### config.mk
export PLATFORM = sky130hd
export DESIGN_NAME = blk_dma
export DESIGN_NICKNAME = d
export VERILOG_FILES = /design/src/rtl/blk_dma.sv
export SDC_FILE = /design/constraint.sdc
export NUM_CORES = 2
export LEC_CHECK = 0
export BUFFER_PORTS_ARGS = -buffer_cell sky130_fd_sc_hd__buf_4
export CAP_MARGIN = 5
export CORE_ASPECT_RATIO = 0.6
export CORE_MARGIN = 4
export CORE_UTILIZATION = 29
export DETAILED_ROUTE_END_ITERATION = 10
export PLACE_DENSITY = 0.43
export SYNTH_ARGS = -nofsm -noshare
export SYNTH_HDL_FRONTEND = slang
export SYNTH_SLANG_ARGS = --single-unit
### constraint.sdc
create_clock -name clk -period 2.5 [get_ports clk]
set_input_delay 0.125 -clock clk [delete_from_list [all_inputs] [get_ports clk]]
set_output_delay 0.125 -clock clk [all_outputs]
set_load 0.01 [all_outputs]
### src/rtl/blk_dma.sv
module blk_dma #(
  parameter int AW    = 16,
  parameter int DEPTH = 256
) (
  input  logic          clk,
  input  logic          rst_n,
  input  logic          cfg_we,
  input  logic [1:0]    cfg_sel,
  input  logic [AW-1:0] cfg_wdata,
  output logic          dev_req,
  output logic [AW-1:0] dev_blk_addr,
  input  logic          dev_valid,
  input  logic [7:0]    dev_data,
  output logic          mem_valid,
  input  logic          mem_ready,
  output logic [AW-1:0] mem_addr,
  output logic [7:0]    mem_data,
  output logic          irq,
  output logic [2:0]    status
);
  localparam int IDX_W = $clog2(DEPTH);
  localparam int CNT_W = IDX_W + 1;
  localparam logic [2:0] S_IDLE = 3'd0, S_FILL = 3'd1, S_CHECK = 3'd2,
                         S_COPY = 3'd3, S_DONE = 3'd4, S_ERR = 3'd5;

  logic [2:0]       state;
  logic [AW-1:0]    blk_q, addr_q;
  logic [CNT_W-1:0] cnt_q, idx_q;
  logic [7:0]       sum_q, chk_q;
  logic [7:0]       stage [DEPTH];

  wire ctrl_wr  = cfg_we && (cfg_sel == 2'd3);
  wire take_dat = (state == S_FILL) && dev_valid && (idx_q != cnt_q);
  wire take_chk = (state == S_FILL) && dev_valid && (idx_q == cnt_q);
  wire accept   = (state == S_COPY) && mem_ready;

  assign dev_req      = (state == S_FILL);
  assign dev_blk_addr = blk_q;
  assign mem_valid    = (state == S_COPY);
  assign mem_addr     = addr_q;
  assign mem_data     = stage[idx_q[IDX_W-1:0]];
  assign irq          = (state == S_DONE) || (state == S_ERR);
  assign status       = state;

  always_ff @(posedge clk)
    if (take_dat) stage[idx_q[IDX_W-1:0]] <= dev_data;

  always_ff @(posedge clk) begin
    if (!rst_n) begin
      state  <= S_IDLE;
      blk_q  <= '0;
      addr_q <= '0;
      cnt_q  <= '0;
      idx_q  <= '0;
      sum_q  <= '0;
      chk_q  <= '0;
    end else begin
      case (state)
        S_IDLE: if (cfg_we) begin
          case (cfg_sel)
            2'd0: blk_q  <= cfg_wdata;
            2'd1: addr_q <= cfg_wdata;
            2'd2: cnt_q  <= cfg_wdata[CNT_W-1:0];
            default: if (cfg_wdata[0]) begin
              idx_q <= '0;
              sum_q <= '0;
              if (cnt_q == '0)        state <= S_DONE;
              else if (cnt_q > DEPTH) state <= S_ERR;
              else                    state <= S_FILL;
            end
          endcase
        end
        S_FILL: begin
          if (take_dat) begin
            sum_q <= sum_q + dev_data;
            idx_q <= idx_q + 1'b1;
          end
          if (take_chk) begin
            chk_q <= dev_data;
            idx_q <= '0;
            state <= S_CHECK;
          end
        end
        S_CHECK: state <= (sum_q == chk_q) ? S_COPY : S_ERR;
        S_COPY: if (accept) begin
          addr_q <= addr_q + 1'b1;
          cnt_q  <= cnt_q - 1'b1;
          idx_q  <= idx_q + 1'b1;
          if (cnt_q == 1) state <= S_DONE;
        end
        S_DONE, S_ERR: if (ctrl_wr && cfg_wdata[1]) state <= S_IDLE;
        default: state <= S_IDLE;
      endcase
    end
  end
endmodule

==> parameters.txt <==
Parameter                              Value

Status
  Outcome    finished, violations left
  Failing checks    max-slew violations, negative setup slack

Setup path
  Setup Crit Path Kind    reg2out
  Cells on worst reg2reg path    10
  Type of origin of the critical path    register
  Data arrival time at the worst-slack endpoint    4.02 ns
  CP Data Required Time    2.38 ns
  Maximum fanout along the worst path    16
  CP Capture Type    primary output

Synthesis
  Share of Yosys cell area claimed by the top area cell type    74.2%
  Top FF cell, synth    sky130_fd_sc_hd__edfxtp_1
  Sequential-to-total area share from yosys stat    76.0%
  Async set-or-reset flop fraction in the synthesized netlist    0%
  Post-synthesis net count    4145
  Main area contributors after synthesis    sky130_fd_sc_hd__edfxtp_1 74%, sky130_fd_sc_hd__mux4_2 13%, sky130_fd_sc_hd__dfxtp_1 1.9%
  Synth Warn #    0
  Synthesized netlist cell count    4097
  Synth Cell Area    82900 um^2
  Count of unique library cells instantiated by Yosys    71
  Number of flops mapped to enable cells by yosys    2048
  Synthesized area divided by synthesized cell count    20.2 um^2
  Biggest area consumer among synthesized cells    sky130_fd_sc_hd__edfxtp_1
  Flip-flop and latch count after synthesis    2125

Timing
  Final hold viol count    0
  Setup slack of the critical path after layout    -1.64 ns
  Min cycle time layout    4.14 ns
  Final setup skew    0.0421 ns
  Unrepaired setup endpoints after global routing    true
  Number of setup violations in the final report    8
  Portion of the clock cycle consumed by the worst path in the final layout    166%
  Worst hold slack across all endpoints    0.0797 ns
  Max Freq    241 MHz
  Pins Over Slew Limit    60
  Worst max-slew margin expressed relative to the limit    -5.21%
  Worst-margin pin slew    1.58 ns

Clock network
  Clock slew at reported path FFs    0.07 ns
  Buffer cell driving the clock tree root    sky130_fd_sc_hd__clkbuf_16
  Max Buffers Root-to-Sink    4
  TritonCTS clock tree    done
  Clock sinks    2125
  CTS Buf Count    208
  Later-pin clock latency in the skew report    0.87 ns
  H-Tree Depth    4

Pwr
  Design Power    72.5 mW
  Worst-case vdd ir drop    0.000575 V
  Total power per unit cell area    707 nW/um^2
  Standby leakage power    31.7 nW

Floorplan
  # rows    151
  Top-level port count    77
  Die Footprint    295000 um^2
  Width of the die    698 um
  Effective utilization at floorplan    29.3%
  DIE HEIGHT    422 um
  Standard cell core area    283000 um^2

Detailed routing
  Residual DRC    0
  Initial DRC Count    4291
  Average wire per cell in the routed design    28.5 um
  Via count of the routed design    43900
  Number of nets with antenna violations after detailed routing    0
  TritonRoute pass-1 iters    5
  Final wirelength    251000 um
  Ratio of routed vias to standard cells    4.99

Finish
  Post-route cell area    103000 um^2
  Core occupancy in the finished layout    36.2%
  Final layout net count    4937
  Fillcell total    26300
  Fraction of layout cells with a size suffix above 1    37.5%
  Syn-to-layout area delta    23.7%

Global route
  Wire length of the first global-routing pass    351000 um
  Total congestion overflow after global routing    0
  Maximum number of pins on one net before global-route repair    169
  Via count of the first global-routing pass    43800
  Total GRT Usage    16.6%
  Initial antenna violation count    9

Placement
  RePlAce Congestion    0.757
  Post-detail-place hpwl    160000 um
  Buffers on Ports    76
  Post-Place Cell Area    93100 um^2

Job
  Maxcap violations    0

Min path
  Min-Delay Path Depth    2
  Worst Hold Class    in2reg
[placed cells by master (no fill, tap or decap), drive strengths merged, types with 18 or more instances in the layout]
cell and instances:
a211oi 48, a21oi 73, a221oi 19, a22o 36
a22oi 60, a31oi 18, buf 780, clkbuf 241
clkinv 93, dfxtp 77, dlygate4sd3 41, edfxtp 2048
inv 20, mux2i 128, mux4 477, nand2 89
nand3 29, nor2 331, nor2b 59, nor4 22
o21ai 25, o22ai 103
[through the flow]
stage               instances  TNS (ns)  setup slack (ns)
floorplan                4097     -6.94           -0.0255
global placement         8308   -288.67             -2.13
detailed placement       8308   -315.36             -1.73
CTS                      8752    -13.29             -1.75
global route             8792    -13.54             -1.77
finish                   8796    -12.29             -1.64
[area by class of cell]
type	count	area (um^2)	share of cell area, %
clock buffer	240	5370	5.23
inverter	14	56.3	0.0549
multi-input combinational	1712	20100	19.6
timing repair buffer	828	8220	8.02
antenna	7	17.5	0.0171
clock inverter	122	1000	0.976
sequential	2125	63100	61.5
tap	3748	4690	4.57
[worst max-delay path, cell delays in order (launching register included)]
cell and delay [ns]:
sky130_fd_sc_hd__dfxtp_4 0.47, sky130_fd_sc_hd__buf_12 0.21, sky130_fd_sc_hd__buf_4 0.15, sky130_fd_sc_hd__mux4_2 0.52
sky130_fd_sc_hd__a22o_1 0.24, sky130_fd_sc_hd__a211oi_1 0.50, sky130_fd_sc_hd__a21oi_2 0.12, sky130_fd_sc_hd__a21oi_4 0.34
sky130_fd_sc_hd__buf_4 0.19, sky130_fd_sc_hd__nor4_4 0.06, sky130_fd_sc_hd__buf_4 0.16, sky130_fd_sc_hd__buf_4 0.13
[state kept, by name (all words and copies together) (netlist names), named ones only]
signal	count
cnt_q	9
mem_addr	16
idx_q	9
dev_blk_addr	16
status	3
stage	2048
chk_q	8
sum_q	8
[where the power goes]
| part | switching [mW] | internal [mW] | total (mW) |
|---|---|---|---|
| Clock | 13.8 | 16.9 | 30.7 |
| Combinational | 1.59 | 1.13 | 2.72 |
| Sequential | 0.0508 | 39.0 | 39.1 |
[repair_timing]
item | CTS | global route
setup endpoints to repair | 1686 | 590
setup buffers | 37 | 40
gates cloned | 6 | 1
pin swaps | 13 | 15
hold endpoints to repair | 362 | 0
gates resized for setup | 394 | 76
hold buffers | 41 | 0
[cell families (layout without fill, tap and decap cells)]
family                   count (synthesis)  in the layout  synth area share, %
AO/OA/AOI/OAI                          451            451                 3.79
multiplexers                           606            606                 14.5
AND/OR/NAND/NOR                        609            609                 3.30
flip-flops                            2125           2125                 76.0
XOR/XNOR                                29             29                0.306
buffers and inverters                  260           1204                 1.80
other                                    0              7                    0
adder cells (fa/ha/maj)                 17             17                0.266
[final timing paths]
check	slack, ns	endpoint	start
min	0.08	stage[50][1]$_DFFE_PP_	dev_data[1]
max reg2reg	0.04	stage[192][7]$_DFFE_PP_	idx_q[4]$_SDFFE_PN0N_
max	-1.64	mem_data[3]	register
min reg2reg	0.50	mem_addr[15]$_SDFFE_PN0P_	mem_addr[15]$_SDFFE_PN0P_
[per-layer routing]
metal / up-vias / wire length, um / global-route usage (%)
li1: 18600 / - / -
met1: 23800 / 126000 / 26.5
met2: 1247 / 104000 / 23.0
met3: 265 / 16200 / 3.69
met4: 0 / 4370 / 3.02
met5: - / 0 / 0
[synth_stat cells, drive strengths merged (6+ instances only)]
cell type and n:
nor3 16, a21oi 73, nand2 89, and3 6
mux2i 128, buf 155, a22o 36, dfxtp 77
a21boi 10, and2 12, mux4 477, nor4 22
a211oi 48, a31oi 18, o211ai 11, clkbuf 91
nand4 12, inv 14, o221ai 17, ha 16
nor2b 59, nand3 29, nor2 331, a221oi 19
nand2b 13, xor2 12, o22ai 103, a22oi 60
xnor2 17, o21ai 25, edfxtp 2048
Power figures use the tool's default switching activity.
